`config.mk`:
```
export PLATFORM = sky130hd
export DESIGN_NAME = gpio_eint_bank
export DESIGN_NICKNAME = d
export VERILOG_FILES = /design/src/rtl/eint_pkg.sv /design/src/rtl/eint_sync.sv /design/src/rtl/eint_detect.sv /design/src/rtl/eint_regs.sv /design/src/rtl/gpio_eint_bank.sv
export SDC_FILE = /design/constraint.sdc
export NUM_CORES = 1
export LEC_CHECK = 0
export CAP_MARGIN = 20
export CORE_ASPECT_RATIO = 0.7
export CORE_MARGIN = 1.5
export CORE_UTILIZATION = 30
export CTS_CLUSTER_DIAMETER = 120
export DETAILED_ROUTE_END_ITERATION = 6
export GPL_ROUTABILITY_DRIVEN = 0
export HOLD_SLACK_MARGIN = 0.03
export SYNTH_ARGS = -nofsm -noshare
export SYNTH_HDL_FRONTEND = slang
export SYNTH_SLANG_ARGS = --single-unit
```
`constraint.sdc`:
```
create_clock -name clk -period 2.8 [get_ports clk]
set_clock_uncertainty 0.15 [all_clocks]
set_input_delay 0.28 -clock clk [delete_from_list [all_inputs] [get_ports clk]]
set_output_delay 0.28 -clock clk [all_outputs]
set_load 0.02 [all_outputs]
```
`src/rtl/eint_pkg.sv`:
```
// Shared definitions for the GPIO bank interrupt detector.
// Assumes the trigger-mode encoding below is known to software.
package eint_pkg;

    typedef enum logic [2:0] {
        TRIG_RISE = 3'd0,
        TRIG_FALL = 3'd1,
        TRIG_HIGH = 3'd2,
        TRIG_LOW  = 3'd3,
        TRIG_BOTH = 3'd4
    } trig_e;

    localparam int MODE_W = 3;   // width of one trigger-mode field
    localparam int SLOT_W = 4;   // bits one line occupies in a config word

endpackage

```
`src/rtl/eint_sync.sv`:
```
// Two-flop input synchroniser with a third stage holding the previous value.
// Assumes pin inputs are asynchronous; edges are later found as lvl != prev.
module eint_sync #(
    parameter int N = 32
) (
    input  logic         clk,
    input  logic         rst_n,
    input  logic [N-1:0] pin_i,
    output logic [N-1:0] lvl_o,
    output logic [N-1:0] prev_o
);
    logic [N-1:0] meta_q;
    logic [N-1:0] lvl_q;
    logic [N-1:0] prev_q;

    // Shift the pin samples through meta, level and previous stages.
    always_ff @(posedge clk) begin
        if (!rst_n) begin
            meta_q <= '0;
            lvl_q  <= '0;
            prev_q <= '0;
        end else begin
            meta_q <= pin_i;
            lvl_q  <= meta_q;
            prev_q <= lvl_q;
        end
    end

    assign lvl_o  = lvl_q;
    assign prev_o = prev_q;

endmodule

```
`src/rtl/eint_detect.sv`:
```
// Per-line event evaluation and sticky pending-status bits.
// Assumes clr_i is a one-cycle write-1-to-clear mask; a new event wins
// over a clear in the same cycle. Unselected lines never raise events.
module eint_detect
    import eint_pkg::*;
#(
    parameter int N = 32
) (
    input  logic              clk,
    input  logic              rst_n,
    input  logic [N-1:0]      lvl_i,
    input  logic [N-1:0]      prev_i,
    input  logic [N-1:0]      sel_i,
    input  logic [N*MODE_W-1:0] mode_i,
    input  logic [N-1:0]      clr_i,
    output logic [N-1:0]      status_o
);
    logic [N-1:0] evt;
    logic [N-1:0] status_q;

    for (genvar k = 0; k < N; k++) begin : g_line
        logic [MODE_W-1:0] mode_k;
        logic              hit_k;
        assign mode_k = mode_i[k*MODE_W +: MODE_W];

        // Decide whether this line's trigger condition holds this cycle.
        always_comb begin
            case (mode_k)
                TRIG_RISE: hit_k =  lvl_i[k] & ~prev_i[k];
                TRIG_FALL: hit_k = ~lvl_i[k] &  prev_i[k];
                TRIG_HIGH: hit_k =  lvl_i[k];
                TRIG_LOW:  hit_k = ~lvl_i[k];
                TRIG_BOTH: hit_k =  lvl_i[k] ^  prev_i[k];
                default:   hit_k = 1'b0;
            endcase
        end

        assign evt[k] = hit_k & sel_i[k];

        // Unused mode codes must never let a clear bit become set.
        AST_BAD_MODE_SILENT: assert property (@(posedge clk) disable iff (!rst_n)
            (mode_k > 3'd4 && !status_q[k]) |=> !status_q[k]);
    end

    // Hold pending bits: clear on write-1 mask, set on event (event wins).
    always_ff @(posedge clk) begin
        if (!rst_n) begin
            status_q <= '0;
        end else begin
            status_q <= (status_q & ~clr_i) | evt;
        end
    end

    assign status_o = status_q;

    AST_W1C_KEEPS_OTHERS: assert property (@(posedge clk) disable iff (!rst_n)
        1'b1 |=> ((status_q & $past(status_q) & ~$past(clr_i)) ==
                  ($past(status_q) & ~$past(clr_i))));

    AST_UNSEL_NEVER_SETS: assert property (@(posedge clk) disable iff (!rst_n)
        1'b1 |=> ((status_q & ~$past(sel_i) & ~$past(status_q)) == '0));

endmodule

```
`src/rtl/eint_regs.sv`:
```
// Register file: per-line trigger modes, enable mask, status read-back
// and the write-1-to-clear strobe. Assumes single-cycle write strobes and
// registered reads with one cycle of latency; unmapped addresses read 0.
module eint_regs
    import eint_pkg::*;
#(
    parameter int N      = 32,
    parameter int DATA_W = 32,
    parameter int ADDR_W = 3
) (
    input  logic                clk,
    input  logic                rst_n,
    input  logic                we_i,
    input  logic                re_i,
    input  logic [ADDR_W-1:0]   addr_i,
    input  logic [DATA_W-1:0]   wdata_i,
    input  logic [N-1:0]        status_i,
    output logic [N*MODE_W-1:0] mode_o,
    output logic [N-1:0]        en_o,
    output logic [N-1:0]        clr_o,
    output logic [DATA_W-1:0]   rdata_o
);
    localparam int LINES_PER_WORD = DATA_W / SLOT_W;
    localparam int CFG_WORDS      = N / LINES_PER_WORD;
    localparam logic [ADDR_W-1:0] ADDR_EN = ADDR_W'(CFG_WORDS);
    localparam logic [ADDR_W-1:0] ADDR_ST = ADDR_W'(CFG_WORDS + 1);

    logic [MODE_W-1:0] mode_q [N];
    logic [N-1:0]      en_q;
    logic [DATA_W-1:0] rd_word;
    logic [DATA_W-1:0] rdata_q;

    for (genvar k = 0; k < N; k++) begin : g_mode
        localparam int WORD = k / LINES_PER_WORD;
        localparam int SLOT = k % LINES_PER_WORD;

        // Capture this line's mode field when its config word is written.
        always_ff @(posedge clk) begin
            if (!rst_n) begin
                mode_q[k] <= '0;
            end else if (we_i && addr_i == ADDR_W'(WORD)) begin
                mode_q[k] <= wdata_i[SLOT*SLOT_W +: MODE_W];
            end
        end

        assign mode_o[k*MODE_W +: MODE_W] = mode_q[k];
    end

    // Load the enable mask on a write to its address.
    always_ff @(posedge clk) begin
        if (!rst_n) begin
            en_q <= '0;
        end else if (we_i && addr_i == ADDR_EN) begin
            en_q <= wdata_i[N-1:0];
        end
    end

    // Turn a status write into a one-cycle clear mask.
    always_comb begin
        clr_o = '0;
        if (we_i && addr_i == ADDR_ST) begin
            clr_o = wdata_i[N-1:0];
        end
    end

    // Select the word addressed by the current read.
    always_comb begin
        rd_word = '0;
        if (int'(addr_i) < CFG_WORDS) begin
            for (int s = 0; s < LINES_PER_WORD; s++) begin
                rd_word[s*SLOT_W +: MODE_W] = mode_q[int'(addr_i)*LINES_PER_WORD + s];
            end
        end else if (addr_i == ADDR_EN) begin
            rd_word[N-1:0] = en_q;
        end else if (addr_i == ADDR_ST) begin
            rd_word[N-1:0] = status_i;
        end
    end

    // Register read data; zero when no read is requested.
    always_ff @(posedge clk) begin
        if (!rst_n) begin
            rdata_q <= '0;
        end else begin
            rdata_q <= re_i ? rd_word : '0;
        end
    end

    assign en_o    = en_q;
    assign rdata_o = rdata_q;

    AST_RESET_CLEAN: assert property (@(posedge clk)
        !rst_n |=> (en_q == '0 && rdata_q == '0));

    AST_RDATA_IDLE: assert property (@(posedge clk) disable iff (!rst_n)
        !re_i |=> (rdata_q == '0));

endmodule

```
`src/rtl/gpio_eint_bank.sv`:
```
// GPIO bank interrupt detector top: synchroniser, per-line detection,
// register file and the summary interrupt. Assumes pins are asynchronous
// and that pin_irq_sel comes from the pin multiplexer.
module gpio_eint_bank
    import eint_pkg::*;
#(
    parameter int N      = 32,
    parameter int DATA_W = 32,
    parameter int ADDR_W = 3
) (
    input  logic              clk,
    input  logic              rst_n,
    input  logic              bus_we,
    input  logic              bus_re,
    input  logic [ADDR_W-1:0] bus_addr,
    input  logic [DATA_W-1:0] bus_wdata,
    output logic [DATA_W-1:0] bus_rdata,
    input  logic [N-1:0]      pin_in,
    input  logic [N-1:0]      pin_irq_sel,
    output logic              irq_out
);
    logic [N-1:0]        lvl;
    logic [N-1:0]        prev;
    logic [N-1:0]        status;
    logic [N-1:0]        en;
    logic [N-1:0]        clr;
    logic [N*MODE_W-1:0] mode;

    eint_sync #(.N(N)) u_sync (
        .clk    (clk),
        .rst_n  (rst_n),
        .pin_i  (pin_in),
        .lvl_o  (lvl),
        .prev_o (prev)
    );

    eint_detect #(.N(N)) u_detect (
        .clk      (clk),
        .rst_n    (rst_n),
        .lvl_i    (lvl),
        .prev_i   (prev),
        .sel_i    (pin_irq_sel),
        .mode_i   (mode),
        .clr_i    (clr),
        .status_o (status)
    );

    eint_regs #(.N(N), .DATA_W(DATA_W), .ADDR_W(ADDR_W)) u_regs (
        .clk      (clk),
        .rst_n    (rst_n),
        .we_i     (bus_we),
        .re_i     (bus_re),
        .addr_i   (bus_addr),
        .wdata_i  (bus_wdata),
        .status_i (status),
        .mode_o   (mode),
        .en_o     (en),
        .clr_o    (clr),
        .rdata_o  (bus_rdata)
    );

    // Summary line: any pending line that is also unmasked.
    assign irq_out = |(status & en);

    AST_NO_PENDING_NO_IRQ: assert property (@(posedge clk) disable iff (!rst_n)
        (status == '0) |-> !irq_out);

endmodule

```
# ---- Word-level counts from Yosys, hierarchy flattened
# Memory sizes are Yosys's and may differ from the RTL's.
# Cells that the tools add are included.
dict set report word_totals {
  mem_count 1
  out_inout_bits 33
  ram_bits 96
  reg_bits 192
}
# name depth width rd rd_clocked_by_memory_dff wr line_no
set memory_table {}
lappend memory_table {u_regs.mode_q 32 3 40 0 32 eint_regs.sv:28} ;# logic [MODE_W-1:0] mode_q [N];
dict set report op_classes {
  order_cmp 1
  n_eq_ne 133
  n_addsub 7
  mux 88
  reduce_logical 42
  n_bitwise 230
}
# operator count
set op_table {}
lappend op_table {{$eq 3x2->1 const B} 66}
lappend op_table {{$pmux 1 s5} 32}
lappend op_table {{$mux 3} 40}
lappend op_table {{$eq 3x3->1 const B} 34}
lappend op_table {{$eq 3x1->1 const B} 33}
lappend op_table {{$logic_not 3->1} 33}
lappend op_table {{$and 1x1->1} 96}
lappend op_table {{$mux 32} 3}
lappend op_table {{$not 1->1} 66}
lappend op_table {{$and 32x32->32} 2}
lappend op_table {{$not 32->32} 1}
lappend op_table {{$or 1x1->1} 32}
lappend op_table {{$or 32x32->32} 1}
lappend op_table {{$reduce_or 32->1} 1}
lappend op_table {{$xor 1x1->1} 32}
lappend op_table {{$add 5x3->5 const B} 4}
lappend op_table {{$mux 1} 13}
lappend op_table {{$add 5x2->5 const B} 2}
lappend op_table {{$logic_and 1x1->1} 6}
lappend op_table {{$add 5x1->5 const B} 1}
lappend op_table {{$lt 3x3->1 const B} 1}
lappend op_table {{$reduce_or 3->1} 1}
lappend op_table {{$reduce_and 2->1} 1}

# ---- Depth between registers and ports, before layout
# Gate-level depths: netlist of the first run.
dict set report logic_depth {
  ltp_word 6
  mapped_depth 6
  ltp_nobuf 5
}

# ---- Modules after synthesis
# From an unflattened synthesis of the first run, not the netlist that was laid out.
dict set report hier_totals {
  cells_unflattened 1262
  area_unflattened_um2 13355.3
}
# mod n_inst cells_each seq_area_each_um2 area_each_um2
set by_module_without_submodules {}
lappend by_module_without_submodules {eint_regs 1 588 4164.0 6899.1}
lappend by_module_without_submodules {eint_detect 1 451 640.6 3694.8}
lappend by_module_without_submodules {eint_sync 1 202 1921.8 2603.7}
lappend by_module_without_submodules {gpio_eint_bank 1 21 0.0 157.7}

# ---- Least setup slack after synthesis of the first run
# Ideal clock, no wire load.
dict set report synth_timing {
  kind {input -> register}
  start {in bus_addr[0]}
  end {mem u_regs.mode_q[0][0], enable pin}
  path_stages 3
  n_path_buf 2
  path_slack_ns -0.283
  required_ns 2.208
  setup_time_ns 0.442
  arrival_ns 2.491
  cell_sequence {buf_2 > buf_4 > o31ai_1}
}
# element line_no
set synth_rtl {}
lappend synth_rtl {{start, declared} gpio_eint_bank.sv:15} ;# input logic [ADDR_W-1:0] bus_addr,
lappend synth_rtl {{end, declared} eint_regs.sv:28}

# ---- Worst setup path in the final report of the first run
dict set report layout_timing {
  start {reg u_detect.status_q[29] (netlist: u_detect.status_o[29])}
  end {out irq_out}
}
dict set report layout_via {
  elab_chain_cells 2
}
# element line_no
set layout_lines {}
lappend layout_lines {{start, declared} eint_detect.sv:19} ;# logic [N-1:0] status_q;
lappend layout_lines {{start signal, assigned} eint_detect.sv:50} ;# status_q <= (status_q & ~clr_i) | evt;
lappend layout_lines {{$and 32x32->32} gpio_eint_bank.sv:63} ;# assign irq_out = |(status & en);
lappend layout_lines {{$reduce_or 32->1} gpio_eint_bank.sv:63}
lappend layout_lines {{end, declared} gpio_eint_bank.sv:20} ;# output logic irq_out
# Every way passes these cells.

==> impl_metrics.json, run 1 <==
{
  "post_synth_most_frequent_cells": "sky130_fd_sc_hd__and2_1 (192), sky130_fd_sc_hd__dfxtp_1 (192), sky130_fd_sc_hd__nand2_1 (110)",
  "detail_route.first_pass.iterations": 5,
  "drcViolationCount": 0,
  "grt_first_pass_wirelength_microns": 60800,
  "diodes": 0,
  "layout_min_cycle_time_ns": 2.71,
  "synth.ff_latch_count": 288,
  "synth_nets": 1435,
  "area_delta_synth_final_pct": 23.3,
  "synth_top_area_share_pct": 28.5,
  "count_of_input_and_output_buffers": 135,
  "finish.net_count": 1571,
  "pwr_density_cell_nw_per_um2": 586,
  "synth_cell_type_count": 41,
  "cp_arrival_ns": 2.28,
  "crit_startpoint": "u_detect.status_o[29]",
  "total_leakage_power_nw": 6.24,
  "vdd_ir_drop_max_mv": 0.467,
  "hp-class": "in2reg",
  "timing.reg2reg.worst_path_depth": 5,
  "yosys_warnings": 0,
  "synth_seq_area_share_pct": 49.9,
  "worstSkewPairLatency_ns": 0.57,
  "postLayoutCoreUtil_pct": 37.8,
  "most_instantiated_flip_flop_cell_in_the_synthesis_netlist": "sky130_fd_sc_hd__dfxtp_1",
  "synth-async-reset-ratio_pct": 0,
  "timing.critical_path.from_type": "flop",
  "seq_area_sq_um": 6730,
  "min_from": "pin_in[31]",
  "max-clock-path-buffers": 3,
  "number_of_antenna_violations_at_the_first_check_in_global_routing": 1,
  "timing.hold.worst_path_depth": 2,
  "detail_route.iter0.violations": 1051,
  "crit_fanout": 3,
  "pre_cts_slack_ns": 0.213,
  "reg2reg_slack_ns": 0.98,
  "start_util_pct": 30.6,
  "timing.critical_path.required_ns": 2.37,
  "grtUsageTotal_pct": 17.4,
  "post_route_cells_drive_above_1_share_pct": 9.87,
  "synth_enable_flop_cells": 96,
  "finalCritPeriodShare_pct": 96.6,
  "postLayoutSetupSlackWorst_ns": 0.0941,
  "cp-end-kind": "output pin",
  "final_antenna_net_count": 0,
  "timing.hold.worst_endpoint": "u_sync.meta_q[31]",
  "run_status": "finished, final reports clean",
  "grt_setup_unrepaired": "no",
  "clk_pin_slew_worst_paths_ns": 0.06,
  "grt_remaining_overflow": 0,
  "fmax_mhz": 370,
  "cts-htree-levels": 1,
  "die_y_microns": 180,
  "worstReg2RegStart": "u_sync.lvl_o[25]",
  "report.final.setup_viol": 0,
  "drt-total-wl_microns": 40800,
  "num_io_pins": 136,
  "die-width_microns": 256,
  "drv.max_cap_violation_count": 0,
  "worstMarginPinSlew_ns": 0.756,
  "fin_setup_tns_ns": 0,
  "grt_start_max_net_pins": 72,
  "multiInputGateArea_sq_um": 6070,
  "post_synth_inst_count": 1268,
  "dpl.hpwl_microns": 29600,
  "via_count": 10100,
  "cts_buffers": 30,
  "numClockSinks": 288,
  "fp.coreArea_sq_um": 44000,
  "placement_rows": 64,
  "n_fill_cell": 4294,
  "cts.root.buffer_cell": "sky130_fd_sc_hd__clkbuf_16",
  "die-area_sq_um": 46200,
  "crit_path_class": "reg2out",
  "avgSynthCellArea_sq_um": 10.6,
  "report.final.hold_viol_count": 0,
  "cts_tree": "built",
  "synth_largest_area_cell": "sky130_fd_sc_hd__dfxtp_1",
  "dr_vias_cell": 5.00,
  "first_global_vias": 9609,
  "slew_violations": 0,
  "synthesis.area_sq_um": 13500,
  "r2r_end": "u_detect.status_o[25]",
  "synthTopCellsByArea": "sky130_fd_sc_hd__dfxtp_1 (29%), sky130_fd_sc_hd__edfxtp_1 (21%), sky130_fd_sc_hd__and2_1 (8.9%)",
  "slew_headroom_pct": 49.5,
  "route.detailed.wl_per_inst_microns": 20.2
}
-- per-stage QoR --
step                area, sq um  hold slack, ns  total power [mW]  instances
detailed placement        15600           0.267              5.74       1964
CTS                       16600           0.118              9.80       2021
global route              16600           0.139              10.1       2022
finish                    16600           0.143              9.73       2022
global placement          15600           0.266              5.72       1964
floorplan                 13500           0.257              5.25       1268
-- cells in the final DEF (no fill, tap or decap), types with 2 or more instances in the layout --
cell / Yosys / routed
sky130_fd_sc_hd__nand4_1: 4 / 4
sky130_fd_sc_hd__nor2_1: 22 / 22
sky130_fd_sc_hd__a211o_1: 13 / 13
sky130_fd_sc_hd__xnor2_1: 19 / 19
sky130_fd_sc_hd__a31oi_1: 32 / 32
sky130_fd_sc_hd__a22oi_1: 48 / 48
sky130_fd_sc_hd__or2_2: 19 / 19
sky130_fd_sc_hd__nor4b_1: 19 / 19
sky130_fd_sc_hd__buf_12: 0 / 5
sky130_fd_sc_hd__a21boi_0: 14 / 14
sky130_fd_sc_hd__a311o_1: 19 / 19
sky130_fd_sc_hd__nand3b_1: 2 / 2
sky130_fd_sc_hd__buf_2: 17 / 2
sky130_fd_sc_hd__and2_1: 192 / 192
sky130_fd_sc_hd__clkdlybuf4s50_1: 0 / 131
sky130_fd_sc_hd__ha_1: 64 / 64
sky130_fd_sc_hd__o22ai_1: 56 / 56
sky130_fd_sc_hd__mux2i_1: 32 / 32
sky130_fd_sc_hd__clkbuf_16: 0 / 34
sky130_fd_sc_hd__mux4_2: 24 / 24
sky130_fd_sc_hd__inv_1: 101 / 101
sky130_fd_sc_hd__o21ai_2: 0 / 3
sky130_fd_sc_hd__a2111oi_0: 13 / 13
sky130_fd_sc_hd__clkbuf_8: 0 / 6
sky130_fd_sc_hd__buf_4: 6 / 27
sky130_fd_sc_hd__nand2b_1: 60 / 60
sky130_fd_sc_hd__and3_1: 19 / 19
sky130_fd_sc_hd__nand2_1: 110 / 110
sky130_fd_sc_hd__dfxtp_1: 192 / 192
sky130_fd_sc_hd__edfxtp_1: 96 / 96
sky130_fd_sc_hd__nor2_2: 3 / 3
sky130_fd_sc_hd__a21boi_1: 18 / 18
sky130_fd_sc_hd__clkbuf_1: 33 / 6
sky130_fd_sc_hd__clkinv_2: 0 / 8
-- per-layer routing --
metal | share of wire [%] | vias to the layer above | GRT usage (%)
met5 | 0 | - | 0
met3 | 8.6 | 54 | 3.97
li1 | - | 4708 | -
met2 | 41 | 419 | 24.5
met4 | 2.0 | 0 | 3.95
met1 | 49 | 4920 | 26.5
-- logic make-up (layout without fill, tap and decap cells) --
family / count (synthesis) / in the layout / share of synthesized area (%)
buffers and inverters: 166 / 326 / 5.26
multiplexers: 56 / 56 / 6.39
AO/OA/AOI/OAI: 217 / 217 / 11.8
adder cells (fa/ha/maj): 64 / 64 / 5.95
XOR/XNOR: 19 / 19 / 1.24
AND/OR/NAND/NOR: 458 / 458 / 19.4
flip-flops: 288 / 288 / 49.9
-- layout make-up --
class / count / area share [%]
Clock buffer: 46 / 5.76
Clock inverter: 10 / 0.332
Inverter: 101 / 2.28
Multi-Input combinational cell: 814 / 36.6
Sequential cell: 288 / 40.5
Tap cell: 594 / 4.48
Timing Repair Buffer: 169 / 10.1
-- power by group --
part / switching, mW / leakage, nW / internal, mW
clock: 1.71 / 0.509 / 2.35
sequential: 0.211 / 2.50 / 4.52
combinational: 0.468 / 3.24 / 0.465
total: 2.39 / 6.24 / 7.34
-- state kept, by name (all words and copies together) (netlist names) --
name / count
u_regs.rdata_o: 32
u_regs.en_o: 32
u_sync.prev_o: 32
u_sync.meta_q: 32
u_regs.mode_q: 96
u_detect.status_o: 32
u_sync.lvl_o: 32
-- worst max-delay path, stage by stage, from the launching register on --
cell	delay, ns
sky130_fd_sc_hd__dfxtp_1	0.33
sky130_fd_sc_hd__a22oi_1	0.26
sky130_fd_sc_hd__nand4_1	0.14
sky130_fd_sc_hd__or4_1	0.62
sky130_fd_sc_hd__dlygate4sd2_1	0.36
-- worst max-delay path by stage --
stage                            to  slack, ns  depth (start not counted)
2_1_floorplan  u_regs.mode_q[24][0]       0.40                          4
3_3_place_gp   u_regs.mode_q[28][1]       0.24                          4
3_5_place_dp   u_regs.mode_q[29][2]       0.21                          4
4_1_cts                     irq_out       0.05                          4
5_1_grt                     irq_out       0.02                          4
6_report                    irq_out       0.09                          4
-- repair_timing --
action | in CTS | in global routing
buffers inserted | 0 | 0
hold buffers | 1 | 0
endpoints found under the hold margin | 17 | 0
resized for setup | 1 | 0
setup endpoints to repair | 1 | 0
Note: power is estimated with default switching activity, not from simulation.
==> run 2: changes to the inputs <==
Settings changed: CORE_UTILIZATION 30 to 42.
==> impl_metrics.json, run 2 (synthesized netlist as in run 1, its figures left out) <==
{
  "p_clk_share_pct": 42.6,
  "pwr_density_cell_nw_per_um2": 600,
  "finalCritPeriodShare_pct": 96.6,
  "report.final.hold_viol_count": 0,
  "dr_vias_cell": 5.35,
  "timing.critical_path.required_ns": 2.37,
  "slew_headroom_pct": 45.2,
  "area_delta_synth_final_pct": 21.7,
  "wl_met2_microns": 16300,
  "route.met3.wl_microns": 3060,
  "dpl.hpwl_microns": 28000,
  "power.sequential.fraction_pct": 48.1,
  "grt_start_max_net_pins": 66,
  "fmax_mhz": 370,
  "final_antenna_net_count": 0,
  "route.detailed.wl_per_inst_microns": 21.0,
  "share_comb_of_total_power_pct": 9.3,
  "count_of_input_and_output_buffers": 135,
  "total_power_mw": 9.83,
  "grtUsageTotal_pct": 23.5,
  "die-area_sq_um": 33200,
  "drv.max_cap_violation_count": 0,
  "max-clock-path-buffers": 3,
  "fp.coreArea_sq_um": 31400,
  "cts.root.buffer_cell": "sky130_fd_sc_hd__clkbuf_16",
  "layout_common_cells": "sky130_fd_sc_hd__and2_1 (192), sky130_fd_sc_hd__dfxtp_1 (192), sky130_fd_sc_hd__clkdlybuf4s50_1 (131)",
  "reg2reg_slack_ns": 0.89,
  "postLayoutSetupSlackWorst_ns": 0.0953,
  "switching_share_pct": 24.3,
  "layout_min_cycle_time_ns": 2.70,
  "die_y_microns": 153,
  "metal_1_wl_microns": 18800,
  "placement_rows": 54,
  "worstSkewPairLatency_ns": 0.57,
  "regMostFlops": "u_regs.mode_q",
  "drt-total-wl_microns": 38900,
  "number_of_antenna_violations_at_the_first_check_in_global_routing": 0,
  "total_leakage_power_nw": 6.23,
  "fin_setup_tns_ns": 0,
  "post_route_cells_drive_above_1_share_pct": 10.2,
  "hp-class": "in2reg",
  "numClockSinks": 288,
  "crit_path_class": "reg2out",
  "first_global_vias": 9572,
  "cp_arrival_ns": 2.27,
  "finish.net_count": 1571,
  "run_status": "finished, final reports clean",
  "grt_first_pass_wirelength_microns": 58900,
  "detail_route.iter0.violations": 868,
  "detail_route.first_pass.iterations": 5,
  "slew_violations": 0,
  "drcViolationCount": 0,
  "largest_register_ffs": 96,
  "cts-htree-levels": 1,
  "via_count": 9901,
  "cp-end-kind": "output pin",
  "highest-signal-layer": "met4",
  "n_fill_cell": 2859,
  "cts_buffers": 30,
  "num_io_pins": 136,
  "postCtsSetupRepairBufs": 0,
  "cts_tree": "built",
  "crit_fanout": 3,
  "final_worst_hold_slack_ns": 0.142,
  "timing.critical_path.from_type": "flop",
  "clk_pin_slew_worst_paths_ns": 0.06,
  "grt_setup_unrepaired": "no",
  "start_util_pct": 43.0,
  "internal_power_mw": 7.44,
  "report.final.setup_viol": 0,
  "die-width_microns": 217,
  "vdd_ir_drop_max_mv": 0.357,
  "grt_remaining_overflow": 0,
  "worstMarginPinSlew_ns": 0.801,
  "pre_cts_slack_ns": 0.390,
  "net_switching_power_mw": 2.39
}
==> run 2: per-stage QoR <==
step | area, sq um | cells | util [%]
detailed placement | 15300 | 1791 | 48.9
CTS | 16400 | 1848 | 52.3
global placement | 15300 | 1791 | 48.9
floorplan | 13500 | 1268 | -
finish | 16400 | 1849 | 52.3
global route | 16400 | 1848 | 52.3
==> run 2: layer usage <==
metal / up-vias / GRT usage (%)
met3: 51 / 4.74
met1: 4828 / 35.8
met4: 0 / 4.86
li1: 4700 / -
met5: - / 0
met2: 322 / 34.0
==> run 2: what timing repair did <==
item,in CTS,in global routing
setup endpoints to repair,1,0
hold buffers,1,0
endpoints found under the hold margin,1,0
resized for setup,2,0
==> run 2: power by group through the flow <==
stage | Clock [mW] | Combinational (mW) | Sequential, mW
2_1_floorplan | 0 | 0.501 | 4.75
3_3_place_gp | 0 | 0.905 | 4.81
3_5_place_dp | 0 | 0.913 | 4.82
4_1_cts | 4.25 | 0.919 | 4.73
5_1_grt | 4.41 | 0.992 | 4.76
6_report | 4.18 | 0.914 | 4.73
==> run 2: final timing paths <==
| path | to | cells after the start | start |
|---|---|---|---|
| worst max-delay path | irq_out | 4 | u_regs.en_o[30] |
| worst max register to register | u_detect.status_o[2] | 5 | u_sync.lvl_o[2] |
| worst min-delay path | u_sync.meta_q[25] | 2 | pin_in[25] |
| worst min register to register | u_sync.lvl_o[9] | 1 | u_sync.meta_q[9] |
==> run 2: final cells by class <==
cell class / instances / area, sq um / area share (%)
flip-flops and latches: 288 / 6730 / 41.0
multi-input cells: 814 / 6080 / 37.1
repair buffers: 169 / 1640 / 9.99
clock buffers: 39 / 867 / 5.29
well taps: 420 / 526 / 3.21
inverters: 101 / 379 / 2.31
clock inverters: 17 / 170 / 1.04
diodes: 1 / 2.50 / 0.0153
==> run 2: worst max-delay path: stages (launching register included) <==
cell	delay [ns]
sky130_fd_sc_hd__dfxtp_1	0.33
sky130_fd_sc_hd__a22oi_1	0.27
sky130_fd_sc_hd__nand4_1	0.16
sky130_fd_sc_hd__or4_1	0.59
sky130_fd_sc_hd__dlygate4sd2_1	0.36
==> run 3: changes to the inputs <==
Settings changed: HOLD_SLACK_MARGIN 0.03 to unset.
==> impl_metrics.json, run 3 (synthesized netlist as in run 1, its figures left out) <==
{
  "run_status": "finished, final reports clean",
  "drcViolationCount": 0,
  "timing.critical_path.required_ns": 2.37,
  "hp-class": "in2reg",
  "layout_min_cycle_time_ns": 2.69,
  "cts_buffers": 30,
  "numClockSinks": 288,
  "worstSetupEndpoint": "irq_out",
  "worstSkewPairLatency_ns": 0.57,
  "layout_common_cells": "sky130_fd_sc_hd__and2_1 (192), sky130_fd_sc_hd__dfxtp_1 (192), sky130_fd_sc_hd__clkdlybuf4s50_1 (131)",
  "regMostFlops": "u_regs.mode_q",
  "grt_remaining_overflow": 0,
  "timing.reg2reg.worst_path_depth": 5,
  "postLayoutSetupSlackWorst_ns": 0.106,
  "fp.coreArea_sq_um": 31400,
  "grtUsageTotal_pct": 23.5,
  "cts_tree": "built",
  "vdd_ir_drop_max_mv": 0.357,
  "die-area_sq_um": 33200,
  "crit_path_class": "reg2out",
  "placement_rows": 54,
  "via_count": 9898,
  "crit_startpoint": "u_regs.en_o[30]",
  "fin_setup_tns_ns": 0,
  "post_route_cells_drive_above_1_share_pct": 10.2,
  "area_delta_synth_final_pct": 21.6,
  "dr_vias_cell": 5.36,
  "worstReg2RegStart": "u_sync.lvl_o[2]",
  "grt_start_max_net_pins": 66,
  "cts-hold-fix-buffers": 0,
  "postCtsSetupRepairBufs": 0,
  "grt_first_pass_wirelength_microns": 58800,
  "report.final.hold_viol_count": 0,
  "number_of_antenna_violations_at_the_first_check_in_global_routing": 0,
  "first_global_vias": 9565,
  "route.detailed.wl_per_inst_microns": 21.0,
  "final_worst_hold_slack_ns": 0.0199,
  "die_y_microns": 153,
  "total_leakage_power_nw": 6.23,
  "start_util_pct": 43.0,
  "drt-total-wl_microns": 38800,
  "slew_violations": 0,
  "fmax_mhz": 371,
  "finalCritPeriodShare_pct": 96.2,
  "dpl.hpwl_microns": 28000,
  "pre_cts_slack_ns": 0.390,
  "slew_headroom_pct": 41.5,
  "cts.root.buffer_cell": "sky130_fd_sc_hd__clkbuf_16",
  "postCtsResizedCells": 2,
  "num_io_pins": 136,
  "detail_route.iter0.violations": 848,
  "cp_arrival_ns": 2.26,
  "final_antenna_net_count": 0,
  "report.final.setup_viol": 0,
  "cp-end-kind": "output pin",
  "pwr_density_cell_nw_per_um2": 600,
  "die-width_microns": 217,
  "count_of_input_and_output_buffers": 135,
  "postLayoutCoreUtil_pct": 52.2,
  "r2r_end": "u_detect.status_o[2]",
  "timing.critical_path.from_type": "flop",
  "largest_register_ffs": 96,
  "clk_pin_slew_worst_paths_ns": 0.07,
  "detail_route.first_pass.iterations": 5,
  "max-clock-path-buffers": 3,
  "finish.net_count": 1570,
  "drv.max_cap_violation_count": 0,
  "crit_fanout": 3,
  "grt_setup_unrepaired": "no",
  "worstMarginPinSlew_ns": 0.856,
  "reg2reg_slack_ns": 0.91,
  "cts-htree-levels": 1
}
[run 3: routing by layer]
metal / GRT usage, % / share of wire [%] / up-vias
li1: - / - / 4702
met1: 35.8 / 48 / 4770
met2: 34.0 / 42 / 371
met3: 4.76 / 8.5 / 55
met4: 4.86 / 2.1 / 0
met5: 0 / 0 / -
[run 3: critical path, stage by stage (launching register included)]
cell and delay, ns:
sky130_fd_sc_hd__dfxtp_1 0.33, sky130_fd_sc_hd__a22oi_1 0.26, sky130_fd_sc_hd__nand4_1 0.15, sky130_fd_sc_hd__or4_1 0.59, sky130_fd_sc_hd__dlygate4sd2_1 0.36
[run 3: layout make-up]
class                           instances  area, sq um
Inverter                              101          379
Multi-Input combinational cell        814         6080
Fill cell                            2859        15000
Clock inverter                         17          170
Clock buffer                           39          867
Timing Repair Buffer                  168         1630
Sequential cell                       288         6730
Antenna cell                            1         2.50
Tap cell                              420          526
[run 3: per-stage QoR]
stage                     power (mW)  instance area [sq um]  instances
after global placement          5.71                  15300       1791
after detailed placement        5.73                  15300       1791
after global routing            10.2                  16400       1847
after floorplan                 5.25                  13500       1268
final                           9.83                  16400       1848
after CTS                       9.89                  16400       1847
[run 3: how the worst min path moves through the flow]
stage                 startpoint                to  slack, ns  cells past startpoint
2_1_floorplan          pin_in[0]  u_sync.meta_q[0]       0.26                      1
3_3_place_gp   u_sync.meta_q[27]  u_sync.lvl_o[27]       0.27                      1
3_5_place_dp    u_sync.meta_q[9]   u_sync.lvl_o[9]       0.27                      1
4_1_cts                    rst_n   u_regs.en_o[30]       0.02                      2
5_1_grt                    rst_n   u_regs.en_o[30]       0.04                      2
6_report                   rst_n   u_regs.en_o[30]       0.02                      2
[run 3: power by group]
group          switching, mW  internal [mW]
clock network           1.72           2.46
registers              0.208           4.52
logic                  0.454          0.459
total                   2.39           7.44
